`src/rtl/ptmr_pkg.sv`:
```
package ptmr_pkg;
  localparam int PS_W = 2;

  typedef enum logic [1:0] {
    A_CTRL   = 2'd0,
    A_CNT_LO = 2'd1,
    A_CNT_HI = 2'd2,
    A_STAT   = 2'd3
  } reg_addr_e;

  // Packed MSB first: wide is bit 5, run is bit 0.
  typedef struct packed {
    logic            wide;
    logic [PS_W-1:0] ps;
    logic            byp;
    logic            ext_sel;
    logic            run;
  } ctrl_t;

  localparam int CTRL_W = $bits(ctrl_t);
endpackage

```
`src/rtl/ptmr_src.sv`:
```
module ptmr_src #(
  parameter int INSTR_DIV   = 4,
  parameter int SYNC_STAGES = 2
) (
  input  logic clk,
  input  logic rst,
  input  logic ext_clk_i,
  input  logic run_i,
  input  logic ext_sel_i,
  input  logic byp_i,
  output logic tick_o
);
  localparam int PH_W = (INSTR_DIV > 2) ? $clog2(INSTR_DIV) : 1;

  logic [PH_W-1:0]      phase_q;
  logic                 instr_tick;
  logic [SYNC_STAGES:0] sync_q;
  logic                 sync_rise;
  logic                 raw_q;
  logic                 raw_rise;

  assign instr_tick = (phase_q == PH_W'(INSTR_DIV - 1));

  always_ff @(posedge clk) begin
    if (rst) phase_q <= '0;
    else if (instr_tick) phase_q <= '0;
    else phase_q <= phase_q + 1'b1;
  end

  // Synchronizer chain plus one extra stage for edge detection.
  always_ff @(posedge clk) begin
    if (rst) sync_q <= '0;
    else sync_q <= {sync_q[SYNC_STAGES-1:0], ext_clk_i};
  end
  assign sync_rise = sync_q[SYNC_STAGES-1] & ~sync_q[SYNC_STAGES];

  // Bypass path: edge taken straight from the pin.
  always_ff @(posedge clk) begin
    if (rst) raw_q <= 1'b0;
    else raw_q <= ext_clk_i;
  end
  assign raw_rise = ext_clk_i & ~raw_q;

  always_comb begin
    if (!run_i) tick_o = 1'b0;
    else if (!ext_sel_i) tick_o = instr_tick;
    else if (byp_i) tick_o = raw_rise;
    else tick_o = sync_rise;
  end
endmodule

```
`src/rtl/ptmr_prescale.sv`:
```
module ptmr_prescale #(
  parameter int PS_W = 2
) (
  input  logic            clk,
  input  logic            rst,
  input  logic            tick_i,
  input  logic [PS_W-1:0] ps_i,
  input  logic            clr_i,
  output logic            tick_o
);
  localparam int CW = (1 << PS_W) - 1;

  logic [CW-1:0] cnt_q;
  logic [CW-1:0] lim;
  logic          last;

  assign lim    = CW'((32'd1 << ps_i) - 32'd1);
  assign last   = (cnt_q == lim);
  assign tick_o = tick_i & last;

  always_ff @(posedge clk) begin
    if (rst || clr_i) cnt_q <= '0;
    else if (tick_i) cnt_q <= last ? '0 : cnt_q + 1'b1;
  end
endmodule

```
`src/rtl/ptmr_count.sv`:
```
module ptmr_count #(
  parameter int CNT_W = 16
) (
  input  logic             clk,
  input  logic             rst,
  input  logic             inc_i,
  input  logic             load_i,
  input  logic [CNT_W-1:0] load_val_i,
  input  logic             evt_clr_i,
  input  logic             flag_clr_i,
  output logic [CNT_W-1:0] cnt_o,
  output logic             ovf_o
);
  logic wrap;

  assign wrap = inc_i & ~load_i & ~evt_clr_i & (&cnt_o);

  always_ff @(posedge clk) begin
    if (rst) cnt_o <= '0;
    else if (evt_clr_i) cnt_o <= '0;
    else if (load_i) cnt_o <= load_val_i;
    else if (inc_i) cnt_o <= cnt_o + 1'b1;
  end

  always_ff @(posedge clk) begin
    if (rst) ovf_o <= 1'b0;
    else if (wrap) ovf_o <= 1'b1;
    else if (flag_clr_i) ovf_o <= 1'b0;
  end
endmodule

```
`src/rtl/ptmr_regif.sv`:
```
module ptmr_regif
  import ptmr_pkg::*;
#(
  parameter int BUS_W = 8
) (
  input  logic               clk,
  input  logic               rst,
  input  logic [1:0]         addr_i,
  input  logic               wr_i,
  input  logic               rd_i,
  input  logic [BUS_W-1:0]   wdata_i,
  input  logic [2*BUS_W-1:0] cnt_i,
  input  logic               ovf_i,
  output ctrl_t              ctrl_o,
  output logic               load_o,
  output logic [2*BUS_W-1:0] load_val_o,
  output logic               flag_clr_o,
  output logic               ps_clr_o,
  output logic [BUS_W-1:0]   rdata_o
);
  reg_addr_e        addr;
  logic [BUS_W-1:0] hbuf_q;
  logic [BUS_W-1:0] cnt_lo;
  logic [BUS_W-1:0] cnt_hi;
  logic             wr_lo;
  logic             wr_hi;

  assign addr   = reg_addr_e'(addr_i);
  assign cnt_lo = cnt_i[BUS_W-1:0];
  assign cnt_hi = cnt_i[2*BUS_W-1:BUS_W];
  assign wr_lo  = wr_i & (addr == A_CNT_LO);
  assign wr_hi  = wr_i & (addr == A_CNT_HI);

  assign ps_clr_o   = wr_lo | wr_hi;
  assign flag_clr_o = wr_i & (addr == A_STAT) & ~wdata_i[0];

  always_comb begin
    load_o     = 1'b0;
    load_val_o = cnt_i;
    if (wr_lo) begin
      load_o     = 1'b1;
      load_val_o = {(ctrl_o.wide ? hbuf_q : cnt_hi), wdata_i};
    end else if (wr_hi && !ctrl_o.wide) begin
      load_o     = 1'b1;
      load_val_o = {wdata_i, cnt_lo};
    end
  end

  always_ff @(posedge clk) begin
    if (rst) begin
      ctrl_o  <= '0;
      hbuf_q  <= '0;
      rdata_o <= '0;
    end else begin
      if (wr_i && addr == A_CTRL) ctrl_o <= ctrl_t'(wdata_i[CTRL_W-1:0]);
      if (wr_hi && ctrl_o.wide) hbuf_q <= wdata_i;
      if (rd_i) begin
        unique case (addr)
          A_CTRL:   rdata_o <= BUS_W'(ctrl_o);
          A_CNT_LO: begin
            rdata_o <= cnt_lo;
            if (ctrl_o.wide) hbuf_q <= cnt_hi;
          end
          A_CNT_HI: rdata_o <= ctrl_o.wide ? hbuf_q : cnt_hi;
          A_STAT:   rdata_o <= BUS_W'(ovf_i);
          default:  rdata_o <= '0;
        endcase
      end
    end
  end
endmodule

```
`src/rtl/prescaled_timer16.sv`:
```
module prescaled_timer16
  import ptmr_pkg::*;
#(
  parameter int BUS_W       = 8,
  parameter int INSTR_DIV   = 4,
  parameter int SYNC_STAGES = 2
) (
  input  logic             clk,
  input  logic             rst,
  input  logic             ext_clk_i,
  input  logic             evt_clr_i,
  input  logic [1:0]       bus_addr_i,
  input  logic             bus_wr_i,
  input  logic             bus_rd_i,
  input  logic [BUS_W-1:0] bus_wdata_i,
  output logic [BUS_W-1:0] bus_rdata_o,
  output logic             ovf_irq_o
);
  localparam int CNT_W = 2 * BUS_W;

  ctrl_t            ctrl_q;
  logic             run_en;
  logic             src_tick;
  logic             pre_tick;
  logic             ps_clr;
  logic             load_en;
  logic [CNT_W-1:0] load_val;
  logic             flag_clr;
  logic [CNT_W-1:0] cnt_q;
  logic             ovf_q;

  assign run_en    = ctrl_q.run;
  assign ovf_irq_o = ovf_q;

  ptmr_src #(.INSTR_DIV(INSTR_DIV), .SYNC_STAGES(SYNC_STAGES)) u_src (
    .clk(clk), .rst(rst), .ext_clk_i(ext_clk_i), .run_i(run_en),
    .ext_sel_i(ctrl_q.ext_sel), .byp_i(ctrl_q.byp), .tick_o(src_tick)
  );

  ptmr_prescale #(.PS_W(PS_W)) u_pre (
    .clk(clk), .rst(rst), .tick_i(src_tick), .ps_i(ctrl_q.ps),
    .clr_i(ps_clr), .tick_o(pre_tick)
  );

  ptmr_count #(.CNT_W(CNT_W)) u_cnt (
    .clk(clk), .rst(rst), .inc_i(pre_tick), .load_i(load_en),
    .load_val_i(load_val), .evt_clr_i(evt_clr_i), .flag_clr_i(flag_clr),
    .cnt_o(cnt_q), .ovf_o(ovf_q)
  );

  ptmr_regif #(.BUS_W(BUS_W)) u_reg (
    .clk(clk), .rst(rst), .addr_i(bus_addr_i), .wr_i(bus_wr_i),
    .rd_i(bus_rd_i), .wdata_i(bus_wdata_i), .cnt_i(cnt_q), .ovf_i(ovf_q),
    .ctrl_o(ctrl_q), .load_o(load_en), .load_val_o(load_val),
    .flag_clr_o(flag_clr), .ps_clr_o(ps_clr), .rdata_o(bus_rdata_o)
  );
endmodule

```
`config.mk`:
```
export PLATFORM = sky130hd
export DESIGN_NAME = prescaled_timer16
export DESIGN_NICKNAME = d
export VERILOG_FILES = /design/src/rtl/ptmr_pkg.sv /design/src/rtl/ptmr_src.sv /design/src/rtl/ptmr_prescale.sv /design/src/rtl/ptmr_count.sv /design/src/rtl/ptmr_regif.sv /design/src/rtl/prescaled_timer16.sv
export SDC_FILE = /design/constraint.sdc
export NUM_CORES = 1
export LEC_CHECK = 0
export BUFFER_PORTS_ARGS = -buffer_cell sky130_fd_sc_hd__buf_2
export CAP_MARGIN = 40
export CORE_ASPECT_RATIO = 1.25
export CORE_MARGIN = 3
export CORE_UTILIZATION = 60
export CTS_CLUSTER_DIAMETER = 100
export DETAILED_ROUTE_END_ITERATION = 10
export PLACE_DENSITY_LB_ADDON = 0.1
export SYNTH_ARGS = -nofsm -noshare
export SYNTH_HDL_FRONTEND = slang
export SYNTH_SLANG_ARGS = --single-unit
```
`constraint.sdc`:
```
create_clock -name clk -period 4 [get_ports clk]
set_clock_uncertainty 0.05 [all_clocks]
set_input_delay 0.6 -clock clk [delete_from_list [all_inputs] [get_ports clk]]
set_output_delay 0.6 -clock clk [all_outputs]
set_load 0.05 [all_outputs]
```
* Yosys cells after proc, flatten, opt, wreduce, memory -nomap -nowiden *
Cells that the tools add are included.

word-level totals
  word-level logic and storage cells = 73
  flip-flop bits (word level) = 48

operators by class
  multiplexer cells = 18
  shift-type cells = 1
  add/sub/neg operators = 4
  eq/ne operators = 7
  bitwise operators = 16
  reductions and logical operators = 13

operators with widths
  cell                     count
  $mux W16                 4
  $mux W8                  5
  $pmux W8 S4              1
  $add A16 B1 Y16 const B  1
  $reduce_and A16 Y1       1
  $and A1 B1 Y1            10
  $mux W1                  7
  $eq A2 B2 Y1 const B     3
  $not A1 Y1               5
  $reduce_and A2 Y1        2
  $reduce_bool A2 Y1       2
  $reduce_or A2 Y1         2
  $add A3 B1 Y3 const B    1
  $eq A3 B3 Y1             1
  $logic_and A1 B1 Y1      3
  $mux W3                  1
  $ne A3 B1 Y1 const B     1
  $shl A1 B2 Y3 const A    1
  $sub A3 B1 Y3 const B    1
  $add A2 B1 Y2 const B    1
  $eq A2 B1 Y1 const B     1
  $logic_not A2 Y1         1
  $ne A2 B1 Y1 const B     1
  $logic_not A1 Y1         1
  other kinds (2)          2

* Depth between registers and ports, before layout *
Gate-level depths: netlist of the first run.

  depth in word-level cells = 10
  mapped depth = 8
  depth with buffers taken out = 7

* Cells and area by module *
A second synthesis of the first run with hierarchy kept.

unflattened totals
  cell total of the unflattened synthesis = 311
  area total of the unflattened synthesis = 2741.4 um^2

by module, submodules not included
  module         instances  cells each  area an instance (um^2)  seq. area each (um^2)
  ptmr_regif     1          166         1460.2                   440.4
  ptmr_count     1          106         893.4                    340.3
  ptmr_prescale  1          22          200.2                    60.1
  ptmr_src       1          17          187.7                    100.1

* Least setup slack after synthesis of the first run *
Ideal clock, no wire load.

  kind = input to register
  start = input port bus_addr_i[0]
  end = register u_cnt.cnt_o[2]
  library setup time = 0.070 ns
  path slack = 1.866 ns
  arrival = 2.014 ns
  data required time = 3.880 ns
  cell stages on the path = 8
  path through = nand2b_1 -> buf_2 -> or3_1 -> clkbuf_1 -> nand2_1 -> nor3_2 -> a211o_1 -> a21oi_1

between the ends
  longest elaborated chain between the ends = 7
  elaborated cells on any way between the ends = 12
  those cells by class = eq/ne: 3; mux: 4; bitwise: 2; reduce/logical: 3

RTL lines
  element                                                              line                     RTL
  start, declared                                                      prescaled_timer16.sv:12  input logic [1:0] bus_addr_i,
  $eq A2 B2 Y1                                                         ptmr_regif.sv:32         assign wr_hi = wr_i & (addr == A_CNT_HI);
  $and A1 B1 Y1                                                        ptmr_regif.sv:32
  $logic_and A1 B1 Y1                                                  ptmr_regif.sv:43         end else if (wr_hi && !ctrl_o.wide) begin
  $mux W1                                                              ptmr_regif.sv:43
  $mux W1                                                              ptmr_regif.sv:40         if (wr_lo) begin
  $ne A2 B1 Y1 (no line) / $reduce_bool A2 Y1 (equally long branches)  --
  $reduce_and A2 Y1 (no line)                                          --
  end signal, assigned                                                 ptmr_count.sv:21         else if (load_i) cnt_o <= load_val_i;
  end signal, assigned                                                 ptmr_count.sv:22         else if (inc_i) cnt_o <= cnt_o + 1'b1;
  end, declared                                                        ptmr_count.sv:11         output logic [CNT_W-1:0] cnt_o,

Parallel ways exist; a longest one is shown, timed or not.
A chain may end at the register's enable or synchronous reset.

* Worst setup path in the final report of the first run *
  start = register u_src.phase_q[0]
  end = register u_cnt.cnt_o[7]

between the ends
  longest elaborated chain between the ends = 6

RTL lines
  element                       line                 RTL
  start, declared               ptmr_src.sv:15       logic [PH_W-1:0] phase_q;
  start signal, assigned        ptmr_src.sv:27       else phase_q <= phase_q + 1'b1;
  $eq A2 B2 Y1                  ptmr_src.sv:22       assign instr_tick = (phase_q == PH_W'(INSTR_DIV - 1));
  $mux W1                       ptmr_src.sv:46       else if (!ext_sel_i) tick_o = instr_tick;
  $mux W1                       ptmr_src.sv:45       if (!run_i) tick_o = 1'b0;
  $and A1 B1 Y1                 ptmr_prescale.sv:19  assign tick_o = tick_i & last;
  $reduce_bool A2 Y1 (no line)  --
  $reduce_and A2 Y1 (no line)   --

Every way passes these cells.

==> results.md, run 1 <==
| Item | Reported |
|:---|:---|
| Most Used Layer, Global Route | met2 |
| #FFs+latches synth | 47 |
| CTS-repair resized insts | 0 |
| Final sum of negative setup slack | 0 ns |
| Post-layout minimum cycle time | 2.45 ns |
| Worst setup path startpoint | u_src.phase_q[0] |
| Die span in y | 79.1 um |
| Max-Slew Margin vs Limit | 0.455 |
| Startpoint type of the worst setup path | flip-flop |
| Drt via density | 6.38 |
| Maximum capacitance violations | 0 |
| Clock Tree Buf Depth | 2 |
| Final cell utilization of the core | 0.703 |
| H-tree levels | 2 |
| Antenna-violating nets left | 0 |
| Layout overhead on the synthesized area | 8.15% |
| Clock transition at the register clock pins on the worst setup and hold paths after CTS | 0.10 ns |
| Hold Path Class | flip-flop to flip-flop |
| Worst skew pair latency | 0.31 ns |
| Minimum hold slack | 0.388 ns |
| Port Buf Inserts | 24 |
| Horizontal extent of the die | 64.5 um |
| Total chip power | 0.000915 W |
| Setup-failing EPs final | 0 |
| Vias in the first global route | 2290 |
| Data arrival, critical path | 2.61 ns |
| Tightest Pin Transition | 0.817 ns |
| Total leakage power | 0.954 nW |
| GRT overflow | 0 |
| Worst EP required | 4.17 ns |
| Weighted congestion at the end of routability-driven global placement | 0.965 |
| Areal power density over the cells | 330 nW/um^2 |
| Max-slew violation count | 0 |
| Aggregate global-route resource usage | 0.288 |
| Cell area after synthesis | 2560 um^2 |
| Post-CTS setup repair buffer count | 0 |
| I/O pin count | 25 |
| Number of endpoints with negative hold slack in the final report | 0 |
| Post-synthesis sequential area ratio | 0.367 |
| Core region area | 3940 um^2 |
| Net count of the mapped netlist | 318 |
| Number of enable-type register cells in the synthesized netlist | 0 |
| Mean instance size in the synthesized netlist | 8.57 um^2 |
| Clk sinks | 47 |
| Status | finished, final reports clean |
| Unique masters post-synth | 53 |
| Total wirelength of the detailed-routed design | 6.67 mm |
| Initial core utilization | 0.650 |
| Most frequent cells in the layout | sky130_fd_sc_hd__dfxtp_1, sky130_fd_sc_hd__nor2_1, sky130_fd_sc_hd__buf_2, sky130_fd_sc_hd__a21oi_1, sky130_fd_sc_hd__mux2i_1 |
| Yosys warnings | 0 |
| Fraction of synthesis flops using an asynchronous set or reset pin | 0 |
| Highest achievable clock rate | 409 MHz |
| Wire length of the first global-routing pass | 11.4 mm |
| Layout fillers | 348 |
| Most common cell after layout, fill and taps aside | sky130_fd_sc_hd__dfxtp_1 |
| Met3 global-route usage | 0.0594 |
| Setup slack after layout | 1.55 ns |
| HPWL after detailed placement | 4.87 mm |
| Worst-path maximum fanout | 16 |
| Ratio of cells with drive above 1 in the final layout | 0.157 |
| Count of inserted antenna diode cells | 0 |
| Max IR drop VDD | 0.230 mV |
| Total vias in the final route | 2341 |
| Detailed-route wire length per cell | 18.2 um |
| Library cell used as clock root buffer | sky130_fd_sc_hd__clkbuf_8 |
| Remaining DRCs | 0 |
| Number of instances in the synthesized netlist | 299 |
| Routing usage on met1 | 0.355 |
| Placement row count | 25 |
| Worst hold path startpoint | u_src.phase_q[0] |
| Number of nets in the finished design | 331 |
| Setup repair after global routing missed its margin | false |
| Kind of capture point of the worst setup path | flip-flop |
| Worst slack after detailed placement | 1.37 ns |
| Met2 track demand over resource | 0.479 |
| Total die area | 5100 um^2 |
| Number of hold buffers added after cts | 0 |
| Category of the critical setup timing path | flip-flop to flip-flop |
| Worst R2R Start | u_src.phase_q[0] |
| Final critical-path share of the clock period | 0.612 |
| Largest net degree at the start of global routing | 32 |
| Primary FF master, synth | sky130_fd_sc_hd__dfxtp_1 |
| Number of design-rule violations left by the first detailed-router iteration | 356 |
| 1st-pass router iterations | 5 |
| Number of CTS-inserted buffers | 5 |
| Number of antenna violations at the first check in global routing | 0 |
| Clock tree from TritonCTS | yes |
==> cell families after synthesis <==
| family | after synthesis | synth area share |
|---|---|---|
| buf+inv | 24 | 0.0405 |
| mux | 21 | 0.0874 |
| flops | 47 | 0.367 |
| simple gates | 116 | 0.254 |
| compound gates | 75 | 0.191 |
| fa+ha+maj | 3 | 0.0146 |
| xor+xnor | 13 | 0.0444 |
==> path summary, 6_finish.rpt <==
path | endpoint | slack, ns | cells after the start
setup / recovery | u_cnt.cnt_o[7] | 1.55 | 7
hold / removal | u_src.phase_q[0] | 0.39 | 1
setup reg to reg | u_cnt.cnt_o[7] | 1.55 | 7
hold reg to reg | u_src.phase_q[0] | 0.39 | 1
==> cell usage after synthesis, types with 7 or more instances <==
cell type,instances,area (um^2)
sky130_fd_sc_hd__dfxtp_1,47,941
sky130_fd_sc_hd__nor2_1,29,109
sky130_fd_sc_hd__a21oi_1,21,105
sky130_fd_sc_hd__mux2i_1,19,190
sky130_fd_sc_hd__nand2_1,18,67.6
sky130_fd_sc_hd__nand3_1,16,80.1
sky130_fd_sc_hd__o21ai_0,14,70.1
sky130_fd_sc_hd__clkbuf_1,12,45.0
sky130_fd_sc_hd__xnor2_1,11,96.3
sky130_fd_sc_hd__nor3_1,7,35.0
==> layer usage <==
metal	up-vias	wire length, um
met2	109	3230
met3	24	505
li1	1129	-
met1	1079	2710
met5	-	0
met4	0	232
==> critical path, cell delays in order, from the launching register on <==
cell                      delay [ns]
sky130_fd_sc_hd__dfxtp_1        0.35
sky130_fd_sc_hd__ha_1           0.19
sky130_fd_sc_hd__o21ai_0        0.09
sky130_fd_sc_hd__a31oi_1        0.22
sky130_fd_sc_hd__nand2_1        0.46
sky130_fd_sc_hd__nor3_2         0.59
sky130_fd_sc_hd__o21ai_0        0.18
sky130_fd_sc_hd__a41o_1         0.22
==> cell type report <==
cell class	instances	area [um^2]	share of cell area
repair buffers	26	135	0.0488
well taps	54	67.6	0.0244
clock inverters	3	26.3	0.00948
inverters	4	15.0	0.00542
flip-flops and latches	47	941	0.340
multi-input cells	228	1520	0.548
clock buffers	5	68.8	0.0248
==> metrics by stage <==
| stage | area [um^2] | std cells |
|---|---|---|
| 2_1_floorplan | 2560 | 299 |
| 3_3_place_gp | 2680 | 359 |
| 3_5_place_dp | 2680 | 359 |
| 4_1_cts | 2770 | 367 |
| 5_1_grt | 2770 | 367 |
| 6_report | 2770 | 367 |
==> report_power, final <==
group | internal [W] | leakage (nW) | switching, W
Sequential | 0.000482 | 0.382 | 0.0000141
Combinational | 0.0000377 | 0.523 | 0.0000740
Clock | 0.000129 | 0.0491 | 0.000179
Power figures use the tool's default switching activity.
==> inputs of run 2 (changes only) <==
CORE_UTILIZATION = 53   (was 60)
clock period = 2.1 ns   (was 4 ns; I/O delays follow)
==> run 2 against run 1 <==
Worst hold slack worse by 0.19 ns. Sequential share of layout area down 4.3 points. Via count increased by 11%. Clock power up 130%. Largest power group unchanged. Highest routed layer unchanged.
==> results.md, run 2 (synthesized netlist as in run 1, its figures left out) <==
| Item | Reported |
|:---|:---|
| Weighted congestion at the end of routability-driven global placement | 0.982 |
| Non-Filler Instances | 411 |
| Drt via density | 6.32 |
| Number of CTS-inserted buffers | 5 |
| Number of buffers and inverters on the critical path | 2 |
| GRT overflow | 0 |
| Number of antenna violations at the first check in global routing | 0 |
| Library cell used as clock root buffer | sky130_fd_sc_hd__clkbuf_8 |
| I/O pin count | 25 |
| Endpoint of the worst register-to-register path | u_cnt.cnt_o[11] |
| Setup-failing EPs final | 0 |
| Clk sinks | 47 |
| R2R depth | 8 |
| Hold endpoint | u_src.sync_q[0] |
| Initial core utilization | 0.566 |
| Die span in y | 83.7 um |
| Placement row count | 27 |
| Worst EP required | 2.25 ns |
| Setup slack after layout | 0.000673 ns |
| Number of cells in the design after placement | 400 |
| Largest net degree at the start of global routing | 29 |
| Total chip power | 0.00191 W |
| Minimum hold slack | 0.201 ns |
| Number of endpoints with negative hold slack in the final report | 0 |
| Final critical-path share of the clock period | 1.00 |
| Kind of capture point of the worst setup path | flip-flop |
| Horizontal extent of the die | 68.2 um |
| Setup slack, reg-to-reg | 0.0007 ns |
| Post-layout minimum cycle time | 2.10 ns |
| Antenna-violating nets left | 0 |
| Wire length of the first global-routing pass | 12.1 mm |
| Crit-path cells | or3_4, o32ai_4, a31oi_4, buf_6, buf_4, nor4_4, xnor2_1, a21oi_1 |
| Setup repair after global routing missed its margin | true |
| Startpoint type of the worst setup path | flip-flop |
| Status | finished, final reports clean |
| Worst-path maximum fanout | 5 |
| Core region area | 4530 um^2 |
| H-tree levels | 2 |
| Worst slack after detailed placement | -0.0224 ns |
| Aggregate global-route resource usage | 0.281 |
| 1st-pass router iterations | 5 |
| Worst Hold Path Cells | 2 |
| Count of inserted antenna diode cells | 0 |
| Total vias in the final route | 2597 |
| Hold Path Class | primary input to flip-flop |
| Port Buf Inserts | 24 |
| Tightest Pin Transition | 0.515 ns |
| Worst R2R Start | u_reg.ctrl_o[4] |
| Clock tree from TritonCTS | yes |
| Clock Tree Buf Depth | 2 |
| Total die area | 5710 um^2 |
| Highest achievable clock rate | 476 MHz |
| Total wirelength of the detailed-routed design | 7.65 mm |
| Remaining DRCs | 0 |
| Layout overhead on the synthesized area | 24.2% |
| Vias in the first global route | 2527 |
| Number of design-rule violations left by the first detailed-router iteration | 236 |
| Met3 global-route usage | 0.0566 |
| Clock transition at the register clock pins on the worst setup and hold paths after CTS | 0.10 ns |
| Areal power density over the cells | 600 nW/um^2 |
| Number of hold buffers added after cts | 0 |
| Worst skew pair latency | 0.31 ns |
| HPWL after detailed placement | 5.57 mm |
| Kind of cell adding the most delay to the critical path | simple AND/OR/NAND/NOR gates |
| Maximum capacitance violations | 0 |
| Cell with the largest stage delay on the worst path | sky130_fd_sc_hd__or3_4 |
| Total leakage power | 1.17 nW |
| Max-slew violation count | 0 |
| Category of the critical setup timing path | flip-flop to flip-flop |
| Most frequent cells in the layout | sky130_fd_sc_hd__dfxtp_1, sky130_fd_sc_hd__buf_4, sky130_fd_sc_hd__nor2_1, sky130_fd_sc_hd__buf_2, sky130_fd_sc_hd__a21oi_1 |
| Routing usage on met1 | 0.339 |
| Number of nets in the finished design | 371 |
| Data arrival, critical path | 2.25 ns |
| Most Used Layer, Global Route | met2 |
| Ratio of cells with drive above 1 in the final layout | 0.275 |
| Most common cell after layout, fill and taps aside | sky130_fd_sc_hd__dfxtp_1 |
| Worst hold path startpoint | ext_clk_i |
| Met2 track demand over resource | 0.455 |
| Detailed-route wire length per cell | 18.6 um |
| Max IR drop VDD | 0.523 mV |
| Final cell utilization of the core | 0.703 |
| Max-Slew Margin vs Limit | 0.654 |
| Delay of the slowest cell on the worst path | 0.40 ns |
-- run 2: power by group --
group | internal, W | total [W] | switching (W)
Sequential | 0.000918 | 0.000939 | 0.0000216
Clock | 0.000359 | 0.000699 | 0.000340
Combinational | 0.000105 | 0.000271 | 0.000166
-- run 2: worst max-delay path by stage --
stage                     slack, ns            start              end  cells after the start
after floorplan                0.19  u_reg.ctrl_o[4]   u_cnt.cnt_o[7]                      6
after global placement        -0.16  u_reg.ctrl_o[3]   u_cnt.cnt_o[2]                      7
after detailed placement      -0.02  u_reg.ctrl_o[4]  u_cnt.cnt_o[10]                      8
after CTS                     -0.05  u_reg.ctrl_o[4]   u_cnt.cnt_o[9]                      8
after global routing          -0.06  u_reg.ctrl_o[4]  u_cnt.cnt_o[11]                      8
final                        0.0007  u_reg.ctrl_o[4]  u_cnt.cnt_o[11]                      8
-- run 2: metal layers --
metal,share of wire,vias up
met3,0.062,37
met2,0.50,129
met4,0.046,0
met5,0,-
met1,0.39,1225
li1,-,1206
-- run 2: repair_timing --
item                                    CTS  global route
cloned                                    1             0
endpoints found under the setup margin    5            17
pin swaps                                 1             5
buffers inserted                          0             2
gates resized for setup                   4            12
-- run 2: metrics by stage --
step	instance area [um^2]	setup TNS, ns
6_report	3180	0
3_5_place_dp	2960	-0.0456
5_1_grt	3180	-0.288
4_1_cts	3090	-0.0899
2_1_floorplan	2560	0
3_3_place_gp	2950	-0.517
-- run 2: layout make-up --
| type | instances | area [um^2] |
|---|---|---|
| clock buffers | 5 | 68.8 |
| clock inverters | 3 | 46.3 |
| fillers | 374 | 1350 |
| inverters | 4 | 15.0 |
| multi-input cells | 228 | 1600 |
| flip-flops and latches | 47 | 942 |
| well taps | 58 | 72.6 |
| repair buffers | 66 | 440 |
-- run 2: worst reg2reg max path, cell delays in order, from the launching register on --
cell and delay, ns:
sky130_fd_sc_hd__dfxtp_2 0.34, sky130_fd_sc_hd__or3_4 0.40, sky130_fd_sc_hd__o32ai_4 0.25, sky130_fd_sc_hd__a31oi_4 0.07, sky130_fd_sc_hd__buf_6 0.16, sky130_fd_sc_hd__buf_4 0.15, sky130_fd_sc_hd__nor4_4 0.27, sky130_fd_sc_hd__xnor2_1 0.19
sky130_fd_sc_hd__a21oi_1 0.10
